$ cat src/rtl/lpt_pkg.sv
package lpt_pkg;

    localparam int DATA_W = 8;
    localparam int OFF_W  = 3;
    localparam int MODE_W = 3;
    localparam int CTRL_W = 6;

    localparam logic [OFF_W-1:0] OFF_DATA   = 3'd0;
    localparam logic [OFF_W-1:0] OFF_STATUS = 3'd1;
    localparam logic [OFF_W-1:0] OFF_CTRL   = 3'd2;
    localparam logic [OFF_W-1:0] OFF_MODE   = 3'd2;

    localparam int CTRL_STB  = 0;
    localparam int CTRL_AFD  = 1;
    localparam int CTRL_INIT = 2;
    localparam int CTRL_SLIN = 3;
    localparam int CTRL_IEN  = 4;
    localparam int CTRL_DIR  = 5;

    typedef enum logic [MODE_W-1:0] {
        MODE_OUT_ONLY = 3'b000,
        MODE_BIDIR    = 3'b001,
        MODE_XFER     = 3'b100
    } port_mode_e;

    typedef struct packed {
        logic rd_data;
        logic wr_data;
        logic rd_status;
        logic rd_ctrl;
        logic wr_ctrl;
        logic rd_mode;
        logic wr_mode;
    } reg_sel_t;

    typedef struct packed {
        logic busy;
        logic ack_n;
        logic pe;
        logic slct;
        logic err_n;
    } status_pins_t;

    function automatic logic mode_code_ok(input logic [MODE_W-1:0] code);
        return (code == MODE_OUT_ONLY) || (code == MODE_BIDIR) || (code == MODE_XFER);
    endfunction

    function automatic logic [DATA_W-1:0] status_word(input status_pins_t pins,
                                                      input logic flag);
        return {pins, flag, 2'b00};
    endfunction

endpackage

$ cat src/rtl/lpt_host_decode.sv
module lpt_host_decode
    import lpt_pkg::*;
(
    input  logic             clk,
    input  logic             rst,
    input  logic             acc_valid,
    input  logic             acc_write,
    input  logic             acc_upper,
    input  logic [OFF_W-1:0] acc_off,
    output reg_sel_t         sel
);

    logic rd_req;
    logic wr_req;
    logic lo_hit;
    logic up_hit;

    always_comb begin
        rd_req = acc_valid && !acc_write;
        wr_req = acc_valid &&  acc_write;
        lo_hit = !acc_upper;
        up_hit =  acc_upper;

        sel.rd_data   = rd_req && lo_hit && (acc_off == OFF_DATA);
        sel.wr_data   = wr_req && lo_hit && (acc_off == OFF_DATA);
        sel.rd_status = rd_req && lo_hit && (acc_off == OFF_STATUS);
        sel.rd_ctrl   = rd_req && lo_hit && (acc_off == OFF_CTRL);
        sel.wr_ctrl   = wr_req && lo_hit && (acc_off == OFF_CTRL);
        sel.rd_mode   = rd_req && up_hit && (acc_off == OFF_MODE);
        sel.wr_mode   = wr_req && up_hit && (acc_off == OFF_MODE);
    end

    // one access selects at most one register
    a_r2_one_select: assert property (@(posedge clk) disable iff (rst)
        $onehot0(sel));

    // no select without a presented access
    a_r2_idle_quiet: assert property (@(posedge clk) disable iff (rst)
        !acc_valid |-> (sel == '0));

endmodule

$ cat src/rtl/lpt_ack_edge.sv
module lpt_ack_edge #(
    parameter int SYNC_STAGES = 2
) (
    input  logic clk,
    input  logic rst,
    input  logic ack_n_pin,
    output logic ack_rise
);

    localparam int CHAIN_W = SYNC_STAGES + 1;

    logic [CHAIN_W-1:0] chain;

    generate
        for (genvar i = 0; i < CHAIN_W; i++) begin : g_stage
            if (i == 0) begin : g_first
                always_ff @(posedge clk) begin
                    if (rst) chain[i] <= 1'b1;
                    else     chain[i] <= ack_n_pin;
                end
            end else begin : g_next
                always_ff @(posedge clk) begin
                    if (rst) chain[i] <= 1'b1;
                    else     chain[i] <= chain[i-1];
                end
            end
        end
    endgenerate

    assign ack_rise = chain[SYNC_STAGES-1] && !chain[SYNC_STAGES];

    // a detected rise is a single-cycle event
    a_r8_rise_pulse: assert property (@(posedge clk) disable iff (rst)
        ack_rise |=> !ack_rise);

endmodule

$ cat src/rtl/lpt_irq_latch.sv
module lpt_irq_latch (
    input  logic clk,
    input  logic rst,
    input  logic edge_ev,
    input  logic enable,
    input  logic status_rd,
    output logic flag
);

    logic set_ev;

    assign set_ev = edge_ev && enable;

    always_ff @(posedge clk) begin
        if (rst)            flag <= 1'b0;
        else if (set_ev)    flag <= 1'b1;
        else if (status_rd) flag <= 1'b0;
    end

    // an armed edge sets the flag
    a_r7_armed_edge_sets: assert property (@(posedge clk) disable iff (rst)
        (edge_ev && enable) |=> flag);

    // without an armed edge a clear flag stays clear
    a_r8_no_spurious_set: assert property (@(posedge clk) disable iff (rst)
        (!flag && !(edge_ev && enable)) |=> !flag);

    // a status read with no new edge clears the flag
    a_r9_read_clears: assert property (@(posedge clk) disable iff (rst)
        (status_rd && !(edge_ev && enable)) |=> !flag);

    // the flag holds until a status read
    a_r9_hold_until_read: assert property (@(posedge clk) disable iff (rst)
        (flag && !status_rd) |=> flag);

endmodule

$ cat src/rtl/lpt_port_regs.sv
module lpt_port_regs
    import lpt_pkg::*;
#(
    parameter int ACK_SYNC_STAGES = 2
) (
    input  logic              clk,
    input  logic              rst,
    input  logic              acc_valid,
    input  logic              acc_write,
    input  logic              acc_upper,
    input  logic [OFF_W-1:0]  acc_off,
    input  logic [DATA_W-1:0] acc_wdata,
    output logic [DATA_W-1:0] rd_data,
    output logic [DATA_W-1:0] pd_out,
    output logic              pd_oe,
    input  logic [DATA_W-1:0] pd_in,
    output logic              stb_n,
    output logic              afd_n,
    output logic              init_n,
    output logic              slin_n,
    input  logic              busy,
    input  logic              ack_n,
    input  logic              pe,
    input  logic              slct,
    input  logic              err_n,
    output logic              irq_n,
    output logic [MODE_W-1:0] mode
);

    localparam int MODE_LSB = DATA_W - MODE_W;

    reg_sel_t          sel;
    logic [DATA_W-1:0] data_q;
    logic [CTRL_W-1:0] ctrl_q;
    port_mode_e        mode_q;
    logic              ack_rise;
    logic              irq_flag;
    status_pins_t      pins;
    logic [MODE_W-1:0] mode_wr;

    lpt_host_decode u_decode (
        .clk       (clk),
        .rst       (rst),
        .acc_valid (acc_valid),
        .acc_write (acc_write),
        .acc_upper (acc_upper),
        .acc_off   (acc_off),
        .sel       (sel)
    );

    lpt_ack_edge #(
        .SYNC_STAGES (ACK_SYNC_STAGES)
    ) u_ack (
        .clk       (clk),
        .rst       (rst),
        .ack_n_pin (ack_n),
        .ack_rise  (ack_rise)
    );

    lpt_irq_latch u_irq (
        .clk       (clk),
        .rst       (rst),
        .edge_ev   (ack_rise),
        .enable    (ctrl_q[CTRL_IEN]),
        .status_rd (sel.rd_status),
        .flag      (irq_flag)
    );

    assign mode_wr = acc_wdata[DATA_W-1:MODE_LSB];

    always_ff @(posedge clk) begin
        if (rst) begin
            data_q <= '0;
            ctrl_q <= '0;
            mode_q <= MODE_OUT_ONLY;
        end else begin
            if (sel.wr_data) data_q <= acc_wdata;
            if (sel.wr_ctrl) ctrl_q <= acc_wdata[CTRL_W-1:0];
            if (sel.wr_mode && mode_code_ok(mode_wr)) mode_q <= port_mode_e'(mode_wr);
        end
    end

    always_comb begin
        pins.busy  = busy;
        pins.ack_n = ack_n;
        pins.pe    = pe;
        pins.slct  = slct;
        pins.err_n = err_n;
    end

    assign pd_oe  = !((mode_q == MODE_BIDIR) && ctrl_q[CTRL_DIR]);
    assign pd_out = data_q;
    assign stb_n  = !ctrl_q[CTRL_STB];
    assign afd_n  = !ctrl_q[CTRL_AFD];
    assign init_n =  ctrl_q[CTRL_INIT];
    assign slin_n = !ctrl_q[CTRL_SLIN];
    assign irq_n  = !irq_flag;
    assign mode   = mode_q;

    always_comb begin
        rd_data = '0;
        if (sel.rd_data)   rd_data = pd_oe ? data_q : pd_in;
        if (sel.rd_status) rd_data = status_word(pins, irq_flag);
        if (sel.rd_ctrl)   rd_data = {{(DATA_W-CTRL_W){1'b0}}, ctrl_q};
        if (sel.rd_mode)   rd_data = {mode_q, {MODE_LSB{1'b0}}};
    end

    // reset returns the port to output-only mode with cleared registers
    a_r1_reset_state: assert property (@(posedge clk)
        rst |=> (mode == MODE_OUT_ONLY && pd_out == '0 && pd_oe && irq_n));

    // output-only mode never releases the data lines
    a_r3_out_only_drives: assert property (@(posedge clk) disable iff (rst)
        (mode == MODE_OUT_ONLY) |-> pd_oe);

    // the exported mode is always one of the accepted codes
    a_r10_mode_legal: assert property (@(posedge clk) disable iff (rst)
        mode_code_ok(mode));

    // a write of an unaccepted code leaves the mode unchanged
    a_r10_bad_code_held: assert property (@(posedge clk) disable iff (rst)
        (sel.wr_mode && !mode_code_ok(mode_wr)) |=> $stable(mode));

    // writes to unmapped offsets leave the data and control registers alone
    a_r2_unmapped_write: assert property (@(posedge clk) disable iff (rst)
        (acc_valid && acc_write && (acc_off > OFF_CTRL)) |=> ($stable(pd_out) && $stable(stb_n)
                                                         && $stable(init_n) && $stable(mode)));

endmodule

$ cat config.mk
export PLATFORM = sky130hd
export DESIGN_NAME = lpt_port_regs
export DESIGN_NICKNAME = d
export VERILOG_FILES = /design/src/rtl/lpt_pkg.sv /design/src/rtl/lpt_host_decode.sv /design/src/rtl/lpt_ack_edge.sv /design/src/rtl/lpt_irq_latch.sv /design/src/rtl/lpt_port_regs.sv
export SDC_FILE = /design/constraint.sdc
export NUM_CORES = 1
export LEC_CHECK = 0
export BUFFER_PORTS_ARGS = -buffer_cell sky130_fd_sc_hd__buf_4
export CORE_MARGIN = 2
export CORE_UTILIZATION = 40
export CTS_CLUSTER_DIAMETER = 150
export CTS_CLUSTER_SIZE = 30
export DETAILED_ROUTE_END_ITERATION = 16
export GPL_TIMING_DRIVEN = 1
export PLACE_DENSITY_LB_ADDON = 0.12
export SYNTH_ARGS = -nofsm -noshare
export SYNTH_HDL_FRONTEND = slang
export SYNTH_SLANG_ARGS = --single-unit
$ cat constraint.sdc
create_clock -name clk -period 1.7 [get_ports clk]
set_input_delay 0.085 -clock clk [delete_from_list [all_inputs] [get_ports clk]]
set_output_delay 0.085 -clock clk [all_outputs]
set_load 0.05 [all_outputs]
; Word-level counts from Yosys, hierarchy flattened
; Index checks and enable logic that the tools add are counted.
[op_classes]
add_sub_neg = 0
mul = 0
n_div = 0
order_cmp = 0
n_eq_ne = 5
shift = 0
mux = 7
bitwise = 0
n_reduce_logical = 30
[op_table]
columns = cell, n
row1 = 8-bit two-way mux, 5
row2 = 1-bit logical AND, 17
row3 = "3-bit by 1-bit equality test with 1-bit output, second input constant", 3
row4 = 1-bit zero test, 8
row5 = 3-bit zero test, 2
row6 = "3-bit by 2-bit equality test with 1-bit output, second input constant", 1
row7 = "3-bit equality test, second input constant", 1
row8 = 1-bit logical OR, 2
row9 = 1-bit two-way mux, 2
row10 = 2-bit nonzero test, 1
[word_totals]
regBits = 21
latch_bits = 0
ram_bits = 0
romBits = 0
in_bits = 29
out_inout_bits = 25
n_memories = 0

; Logic depth before layout (Yosys ltp)
; Gate-level depths: netlist (run 1).
[depth]
depth_word = 8
depth_mapped = 5
ltp_nobuf = 4

; Cells and area by module
; Synthesis (run 1) repeated with hierarchy kept, for this count alone.
[unflattened]
hier_cells = 133
hier_area_um2 = 1139.8
[by_module_without_submodules]
columns = module, instances, cells_each, area_per_inst_um2, seq_area_each_um2
row1 = lpt_port_regs, 1, 109, 930.9, 340.3
row2 = lpt_ack_edge, 1, 7, 85.1, 60.1
row3 = lpt_host_decode, 1, 13, 85.1, 0.0
row4 = lpt_irq_latch, 1, 4, 38.8, 20.0

; Worst setup path before layout (run 1)
; No wires, ideal clock.
[synth_path]
path_type = register to output
start = register mode_q[0], in the netlist mode[0]
end = output port rd_data[2]
arrival_time_ns = 2.180
slack_ns = -0.565
stages_incl_launch_ff = 6
path_cell_list = dfxtp_1 > and4bb_2 > buf_2 > mux2i_1 > a2bb2oi_1 > a21oi_1
[synth_via]
elab_chain_len = 7
[synth_lines]
columns = item, line
row1 = "start, declared", lpt_port_regs.sv:35  ; port_mode_e mode_q;
row2 = "start signal, assigned", lpt_port_regs.sv:79  ; if (sel.wr_mode && mode_code_ok(mode_wr)) mode_q <= port_mode_e'(mode_wr);
row3 = 3-bit by 1-bit equality test with 1-bit output, lpt_port_regs.sv:91  ; assign pd_oe = !((mode_q == MODE_BIDIR) && ctrl_q[CTRL_DIR]);
row4 = 1-bit logical AND, lpt_port_regs.sv:91
row5 = 8-bit two-way mux (2 in series), lpt_port_regs.sv:102  ; if (sel.rd_data) rd_data = pd_oe ? data_q : pd_in;
row6 = 8-bit two-way mux, lpt_port_regs.sv:103  ; if (sel.rd_status) rd_data = status_word(pins, irq_flag);
row7 = 8-bit two-way mux, lpt_port_regs.sv:104  ; if (sel.rd_ctrl) rd_data = {{(DATA_W-CTRL_W){1'b0}}, ctrl_q};
row8 = 8-bit two-way mux, lpt_port_regs.sv:105  ; if (sel.rd_mode) rd_data = {mode_q, {MODE_LSB{1'b0}}};
row9 = "end, declared", lpt_port_regs.sv:13  ; output logic [DATA_W-1:0] rd_data,
; Every way passes these cells.

; Worst setup path after layout (run 1)
[layout_path]
start = register mode_q[1], in the netlist mode[1]
end = output port rd_data[6]
[layout_via]
elab_chain_len = 7
[layout_lines]
columns = item, line
row1 = 3-bit by 1-bit equality test with 1-bit output, lpt_port_regs.sv:91
row2 = 1-bit logical AND, lpt_port_regs.sv:91
row3 = 8-bit two-way mux (2 in series), lpt_port_regs.sv:102
row4 = 8-bit two-way mux, lpt_port_regs.sv:103
row5 = 8-bit two-way mux, lpt_port_regs.sv:104
row6 = 8-bit two-way mux (*), lpt_port_regs.sv:105
; Mark *: on every way between the ends. The rest lies on a longest branch, timed or not.

==> impl_metrics.yaml, run 1 <==
setup_path:
  cp_data_required_time_ns: 1.62
  crit_family: "simple AND/OR/NAND/NOR gates"
  crit_slowest_cell: "and4bb_4"
  startpoint_type: "register"
  path_cells: "and4bb_4 > mux2i_1 > nor2_1 > a221o_2 > buf_6"
  rr_worst_depth: 3
  end_kind: "output pin"
  max_stage_delay_ns: 0.42
  path_class: "register to output pin"
  crit_cells: 5
  cp_num_buf_inv: 1
  crit_arrival_ns: 1.81
  crit_fanout: 7
sta:
  timing.fmax_ghz: 0.528
  finalHoldViolations: 0
  finClkSkew_ns: 0.000196
  worst_pin_slew_ns: 0.438
  drv_slew: 0
  rsz0062_at_grt: "yes"
  max-slew-margin-rel_pct: 70.7
  fin_ws_ns: -0.192
  finalCriticalPeriod_ns: 1.89
  layout_worst_path_cycle_share_pct: 111
  finalSetupViolations: 8
synth:
  synth_fp_nets: 151
  ys_top_cells_by_count: "dfxtp_1, mux2i_1, nor2_1, a21oi_1, nand2_1"
  synth.most_common_cell: "dfxtp_1"
  synth.top_cell.area_share_pct: 38.9
  syn_area_mm2: 0.00108
  synth_cells: 122
  yosys.area.top_type: "dfxtp_1"
  synth_cell_types: 26
  ys_seq_area_share_pct: 38.9
  synth-main-ff-cell: "dfxtp_1"
  synth.yosys.warnings: 0
  avgSynthCellArea_um2: 8.85
  async_reset_ff_share_pct: 0
  synthTopCellsByArea: "dfxtp_1, mux2i_1, nor2_1, a21oi_1, nand2_1"
  synth_edf_count: 0
  ys_ff_latch: 21
power:
  peakVddDrop_v: 0.000392
  p_total_uw: 873
  p_leak_uw: 0.000752
  powerDensity_mw_per_mm2: 518
global_routing:
  grt_use_total_pct: 20.9
  grt_pass1_vias: 1127
  grt-ovfl-total: 0
  grt_max_degree: 22
  grt_pass1_wl_um: 5180
  antenna_found_initial: 0
outcome:
  outcome: "finished, violations left"
  violations: "setup timing"
drt:
  dr_total_vias: 1116
  wl_per_cell_um: 14.7
  drt_first_pass_iters: 4
  wirelength_um: 3080
  drc: 0
  viasPerCell: 5.31
  ant_nets: 0
  drtIter0Drc: 14
finish:
  design_area_mm2: 0.00169
  fillers: 231
  seqCellArea_um2: 427
  multi_input_area_um2: 688
  n_antenna_cell: 0
  drive_above_1_share_pct: 46.7
  layout.nets: 210
  area_growth_pct: 56.1
clock_network:
  clkSinkCount: 21
  cts_root_buf: "clkbuf_4"
  clk_latency_ns: 0.30
  cts_made_buffers: 3
  cts_tree: "done"
  htreeDepth: 1
  clockBufferDepth: 2
  clk_pin_slew_ns: 0.12
floorplanning:
  fp.coreArea_mm2: 0.00252
  ioPinCount: 54
  dieArea_mm2: 0.00313
  die_h_um: 56.0
  rows: 18
  die_x_um: 56.0
  initial_core_util_pct: 42.8
placement:
  placed_area_mm2: 0.00157
  hpwlAfterDp_um: 2360
  portBuffers: 53
  gp_congestion: 0.783
min_path:
  hold_path.class: "primary input to register"
  hold_depth: 3
run:
  cap_violations: 0
==> stage by stage <==
stage	setup slack [ns]	hold slack (ns)	instances	utilization, %	TNS [ns]
finish	-0.192	0.0190	210	66.8	-1.31
global route	-0.289	0.00216	210	66.8	-2.05
CTS	-0.211	0.00970	210	66.5	-1.43
detailed placement	0.0199	0.294	203	62.4	0
global placement	0.0993	0.292	203	62.4	0
floorplan	0.0142	0.157	122	-	0
==> metal layers <==
layer / vias up / GRT usage (%) / routed length (um)
li1: 547 / - / -
met3: 2 / 3.72 / 172
met5: - / 0 / 0
met1: 534 / 25.5 / 1300
met2: 33 / 37.2 / 1590
met4: 0 / 6.12 / 15
==> worst register-to-register path: cells and delay by family, from the launching register on <==
family | cells | cell delay (ns)
DFF | 1 | 0.39
AOI/OAI and AO/OA | 1 | 0.14
and+or+nand+nor | 1 | 0.14
buffers and inverters | 1 | 0.07
==> final cells by class <==
cell class / instances / share of cell area [%]
Clock inverter: 1 / 0.297
Timing Repair Buffer: 60 / 28.7
Clock buffer: 3 / 1.34
Multi-Input combinational cell: 89 / 40.8
Inverter: 6 / 1.34
Sequential cell: 21 / 25.3
Tap cell: 30 / 2.23
==> kinds of logic after synthesis <==
group | Yosys count | share of synthesized area, %
simple gates | 48 | 24.4
mux | 20 | 18.5
buf+inv | 12 | 4.98
flops | 21 | 38.9
compound gates | 21 | 13.1
==> sequential cells by signal, indices dropped and copies added (netlist names) <==
signal and count:
pd_out 8, ctrl_q 6, mode 3, u_ack.chain 3, u_irq.flag 1
==> cell usage in the layout (no fill, tap or decap), drive strengths merged, types with 4 or more instances in the layout <==
cell type	count
buf	59
inv	6
a21oi	11
mux2i	20
nor2	18
dfxtp	21
nor2b	4
nand2	9
nand3	4
==> worst paths after layout <==
kind | endpoint | slack [ns] | from
setup / recovery | rd_data[6] | -0.19 | mode[1]
hold / removal | pd_out[2] | 0.02 | acc_wdata[2]
setup reg to reg | u_irq.flag | 0.91 | u_irq.flag
hold reg to reg | u_ack.chain[1] | 0.43 | u_ack.chain[0]
==> where the power goes <==
group / switching (uW) / internal, uW / leakage [uW] / total (uW)
logic: 65.9 / 69.5 / 0.000563 / 135
registers: 2.74 / 496 / 0.000172 / 498
clock network: 152 / 87.6 / 0.0000177 / 239
total: 220 / 653 / 0.000752 / 873
==> timing repair <==
action | 4_1_cts | 5_1_grt
hold buffers | 1 | 0
hold endpoints to repair | 1 | 0
buffers inserted | 2 | 0
resized for setup | 12 | 2
endpoints found under the setup margin | 8 | 8
pin swaps | 3 | 0
Power figures use the tool's default switching activity.
==> inputs of run 2 (changes only) <==
- CORE_UTILIZATION: 40 -> 35
- PLACE_DENSITY_LB_ADDON: 0.12 -> 0.05
==> impl_metrics.yaml, run 2 (synthesis gave the netlist of run 1 again) <==
drt:
  dr_total_vias: 1060
  drt_first_pass_iters: 4
  wl_per_cell_um: 13.7
  wirelength_um: 2910
  viasPerCell: 5.00
  drc: 0
  drtIter0Drc: 13
  ant_nets: 0
setup_path:
  rr_worst_depth: 3
  cp_data_required_time_ns: 1.62
  end_kind: "output pin"
  crit_slowest_cell: "and4bb_4"
  crit_fanout: 7
  rrSetupSlack_ns: 0.91
  worstReg2RegEnd: "u_irq.flag"
  crit_arrival_ns: 1.83
  path_class: "register to output pin"
  path_cells: "and4bb_4 > mux2i_1 > nor2_1 > a221o_2 > buf_6"
  reg2reg_from: "u_irq.flag"
  startpoint_type: "register"
  max_stage_delay_ns: 0.43
clock_network:
  htreeDepth: 1
  clk_pin_slew_ns: 0.12
  cts_tree: "done"
  cts_root_buf: "clkbuf_4"
  clockBufferDepth: 2
  cts_made_buffers: 3
  clkSinkCount: 21
  clk_latency_ns: 0.30
min_path:
  hold_depth: 3
  worstHoldEndpoint: "ctrl_q[0]"
  hold_path.class: "primary input to register"
  worstHoldStart: "acc_wdata[0]"
finish:
  n_antenna_cell: 0
  drive_above_1_share_pct: 45.8
  layout_common_cells: "buf_4, mux2i_1, nor2_1, dfxtp_1, nand2_1"
  largest_register_ffs: 8
  area_growth_pct: 55.4
  finalNonFillerCells: 212
  layout.nets: 209
  final_common_cell: "buf_4"
placement:
  gp_congestion: 0.755
  dp_cells: 206
  hpwlAfterDp_um: 2170
  pre_cts_slack_ns: 0.0171
  portBuffers: 53
sta:
  max-slew-margin-rel_pct: 70.1
  whs_ns: 0.0142
  finClkSkew_ns: 0.000234
  timing.fmax_ghz: 0.523
  worst_pin_slew_ns: 0.447
  drv_slew: 0
  rsz0062_at_grt: "yes"
  layout_worst_path_cycle_share_pct: 113
  finalSetupViolations: 8
  finalHoldViolations: 0
  fin_ws_ns: -0.214
  finalCriticalPeriod_ns: 1.91
global_routing:
  grt_pass1_vias: 1059
  grt_pass1_wl_um: 4880
  antenna_found_initial: 0
  grt-ovfl-total: 0
  grt_use_total_pct: 18.4
  grt_max_degree: 22
power:
  powerDensity_mw_per_mm2: 524
  peakVddDrop_v: 0.000469
  p_leak_uw: 0.000746
  p_total_uw: 879
floorplanning:
  fp.coreArea_mm2: 0.00300
  die_h_um: 59.5
  rows: 20
  initial_core_util_pct: 36.0
  ioPinCount: 54
  die_x_um: 59.5
  dieArea_mm2: 0.00355
run:
  cap_violations: 0
outcome:
  violations: "setup timing"
  outcome: "finished, violations left"
-- run 2: cell count changes in the layout (fill, tap and decap cells not counted) --
cell	before	now
buf_4	51	50
mux2i_1	18	19
mux2i_2	2	1
-- run 2: worst max-delay path by stage --
stage | to | cells after the start | slack (ns) | start
5_1_grt | rd_data[5] | 5 | -0.29 | mode[1]
6_report | rd_data[5] | 5 | -0.21 | mode[1]
2_1_floorplan | rd_data[5] | 5 | 0.01 | mode[2]
3_3_place_gp | rd_data[5] | 5 | 0.06 | mode[1]
3_5_place_dp | rd_data[2] | 5 | 0.02 | mode[2]
4_1_cts | rd_data[5] | 5 | -0.24 | mode[1]
-- run 2: layout make-up --
| class | instances | area, um2 |
|---|---|---|
| Timing Repair Buffer | 59 | 475 |
| Clock inverter | 1 | 5.00 |
| Fill cell | 296 | 1330 |
| Inverter | 6 | 22.5 |
| Multi-Input combinational cell | 89 | 684 |
| Sequential cell | 21 | 427 |
| Clock buffer | 3 | 22.5 |
| Tap cell | 33 | 41.3 |
-- run 2: timing repair --
| item | CTS | global route |
|---|---|---|
| buffers inserted | 1 | 0 |
| setup endpoints to repair | 8 | 8 |
| endpoints found under the hold margin | 1 | 0 |
| gates resized for setup | 12 | 1 |
| hold buffers | 1 | 0 |
| pin swaps | 4 | 0 |
-- run 2: power by group --
group,internal (uW),switching (uW)
registers,496,2.69
clock network,87.7,159
logic,69.7,64.5
-- run 2: metal layers --
layer	routed length, um	global-route usage, %
met1	1350	23.7
met2	1370	30.8
met3	182	5.46
met4	0	2.86
met5	0	0
-- run 2: worst max-delay path, delay by kind of cell, from the launching register on --
| family | cells | cell delay, ns |
|---|---|---|
| buf+inv | 1 | 0.16 |
| flops | 1 | 0.34 |
| simple gates | 2 | 0.48 |
| compound gates | 1 | 0.32 |
| mux | 1 | 0.21 |
-- run 2: through the flow --
step                setup TNS (ns)  utilization (%)  area, um2
finish                       -1.24             55.9       1680
global route                 -1.97             55.9       1680
CTS                          -1.44             55.8       1670
detailed placement               0             52.5       1580
global placement                 0             52.5       1580
floorplan                        0                -       1140
==> inputs of run 3 (changes only) <==
- CORE_ASPECT_RATIO: default -> 0.8
- CTS_CLUSTER_DIAMETER: 150 -> 200
==> impl_metrics.yaml, run 3 (synthesis gave the netlist of run 1 again) <==
drt:
  ant_nets: 0
  drc: 0
  viasPerCell: 5.00
  dr_total_vias: 1089
  drt_first_pass_iters: 4
  wl_per_cell_um: 14.3
  wirelength_um: 3130
  drtIter0Drc: 39
setup_path:
  rr_worst_depth: 3
  worstReg2RegEnd: "u_irq.flag"
  rrSetupSlack_ns: 0.93
  crit_slowest_cell: "and4bb_4"
  crit_family: "simple AND/OR/NAND/NOR gates"
  crit_fanout: 7
  crit_arrival_ns: 1.77
  startpoint_type: "register"
  cp_num_buf_inv: 1
  max_stage_delay_ns: 0.43
  cp_data_required_time_ns: 1.62
  end_kind: "output pin"
  path_class: "register to output pin"
  reg2reg_from: "u_irq.flag"
  path_cells: "and4bb_4 > mux2i_1 > nor2_1 > a221o_2 > buf_8"
sta:
  finalCriticalPeriod_ns: 1.85
  worst_pin_slew_ns: 0.440
  tns_ns: -0.930
  fin_ws_ns: -0.154
  finalHoldViolations: 0
  layout_worst_path_cycle_share_pct: 109
  rsz0062_at_grt: "yes"
  finClkSkew_ns: 0.000276
  whs_ns: 0.0127
  max-slew-margin-rel_pct: 70.6
  timing.fmax_ghz: 0.539
  finalSetupViolations: 8
  drv_slew: 0
power:
  peakVddDrop_v: 0.000352
  powerDensity_mw_per_mm2: 570
  p_leak_uw: 0.000750
finish:
  n_antenna_cell: 0
  layout.nets: 208
  final_common_cell: "buf_4"
  drive_above_1_share_pct: 46.1
  largest_register_ffs: 8
  layout_common_cells: "buf_4, mux2i_1, nor2_1, dfxtp_1, nand2_1"
  design_area_mm2: 0.00170
  area_growth_pct: 57.0
placement:
  hpwlAfterDp_um: 2340
  placed_area_mm2: 0.00159
  gp_congestion: 0.805
  portBuffers: 53
  pre_cts_slack_ns: 0.0381
outcome:
  outcome: "finished, violations left"
  violations: "setup timing"
floorplanning:
  initial_core_util_pct: 35.8
  ioPinCount: 54
  die_h_um: 53.7
  die_x_um: 66.1
  dieArea_mm2: 0.00355
  rows: 18
  fp.coreArea_mm2: 0.00302
clock_network:
  clockBufferDepth: 2
  clkSinkCount: 21
  cts_root_buf: "clkbuf_8"
  htreeDepth: 1
  clk_latency_ns: 0.26
  clk_pin_slew_ns: 0.08
  cts_made_buffers: 3
  cts_tree: "done"
  cts_hold_buf: 0
global_routing:
  grt-ovfl-total: 0
  grt_max_degree: 22
  grt_pass1_wl_um: 4870
  grt_use_total_pct: 18.5
  antenna_found_initial: 0
  grt_pass1_vias: 1047
run:
  cap_violations: 0
min_path:
  hold_path.class: "primary input to register"
  worstHoldEndpoint: "u_ack.chain[0]"
  hold_depth: 2
  worstHoldStart: "ack_n"
run 3: cell count changes in the layout (fill, tap and decap cells not counted):
cell,before,now
clkbuf_8,0,3
dlygate4sd3_1,1,0
buf_4,50,51
clkbuf_4,3,0
buf_6,8,6
buf_8,0,1
run 3: final cells by class:
class,instances,area (um2)
multi-input combinational,89,684
fill,294,1320
sequential,21,427
timing repair buffer,58,465
clock buffer,3,41.3
tap,40,50.0
inverter,6,22.5
clock inverter,1,5.00
run 3: worst register-to-register path, delay by kind of cell, from the launching register on:
kind / cells / cell delay [ns]
flip-flops: 1 / 0.38
AND/OR/NAND/NOR: 1 / 0.13
AO/OA/AOI/OAI: 1 / 0.14
buffers and inverters: 1 / 0.07
run 3: worst max-delay path by stage:
stage,start,endpoint,slack [ns],cells past startpoint
2_1_floorplan,mode[2],rd_data[5],0.01,5
3_3_place_gp,mode[2],rd_data[7],0.10,5
3_5_place_dp,mode[1],rd_data[2],0.04,5
4_1_cts,mode[1],rd_data[6],-0.16,5
5_1_grt,mode[1],rd_data[6],-0.22,5
6_report,mode[1],rd_data[6],-0.15,5
run 3: report_power, final:
part           internal [uW]  total [uW]  switching, uW
Clock                    163         336            173
Combinational           68.0         133           64.9
Sequential               495         498           2.88
Total                    727         967            241
run 3: per-layer routing:
metal | vias up | GRT usage (%) | wire length [um]
met2 | 44 | 33.2 | 1470
met3 | 2 | 5.02 | 239
met4 | 0 | 2.04 | 12
met5 | - | 0 | 0
met1 | 508 | 23.1 | 1410
li1 | 535 | - | -
run 3: metrics by stage:
step	util, %	instances	total power (uW)
global route	56.2	218	1010
global placement	52.5	213	638
finish	56.2	218	967
floorplan	-	122	563
CTS	56.1	218	970
detailed placement	52.5	213	639
run 3: timing repair:
| item | CTS | global route |
|---|---|---|
| gates resized for setup | 12 | 1 |
| pin swaps | 3 | 0 |
| setup endpoints to repair | 8 | 8 |
| setup buffers | 1 | 0 |
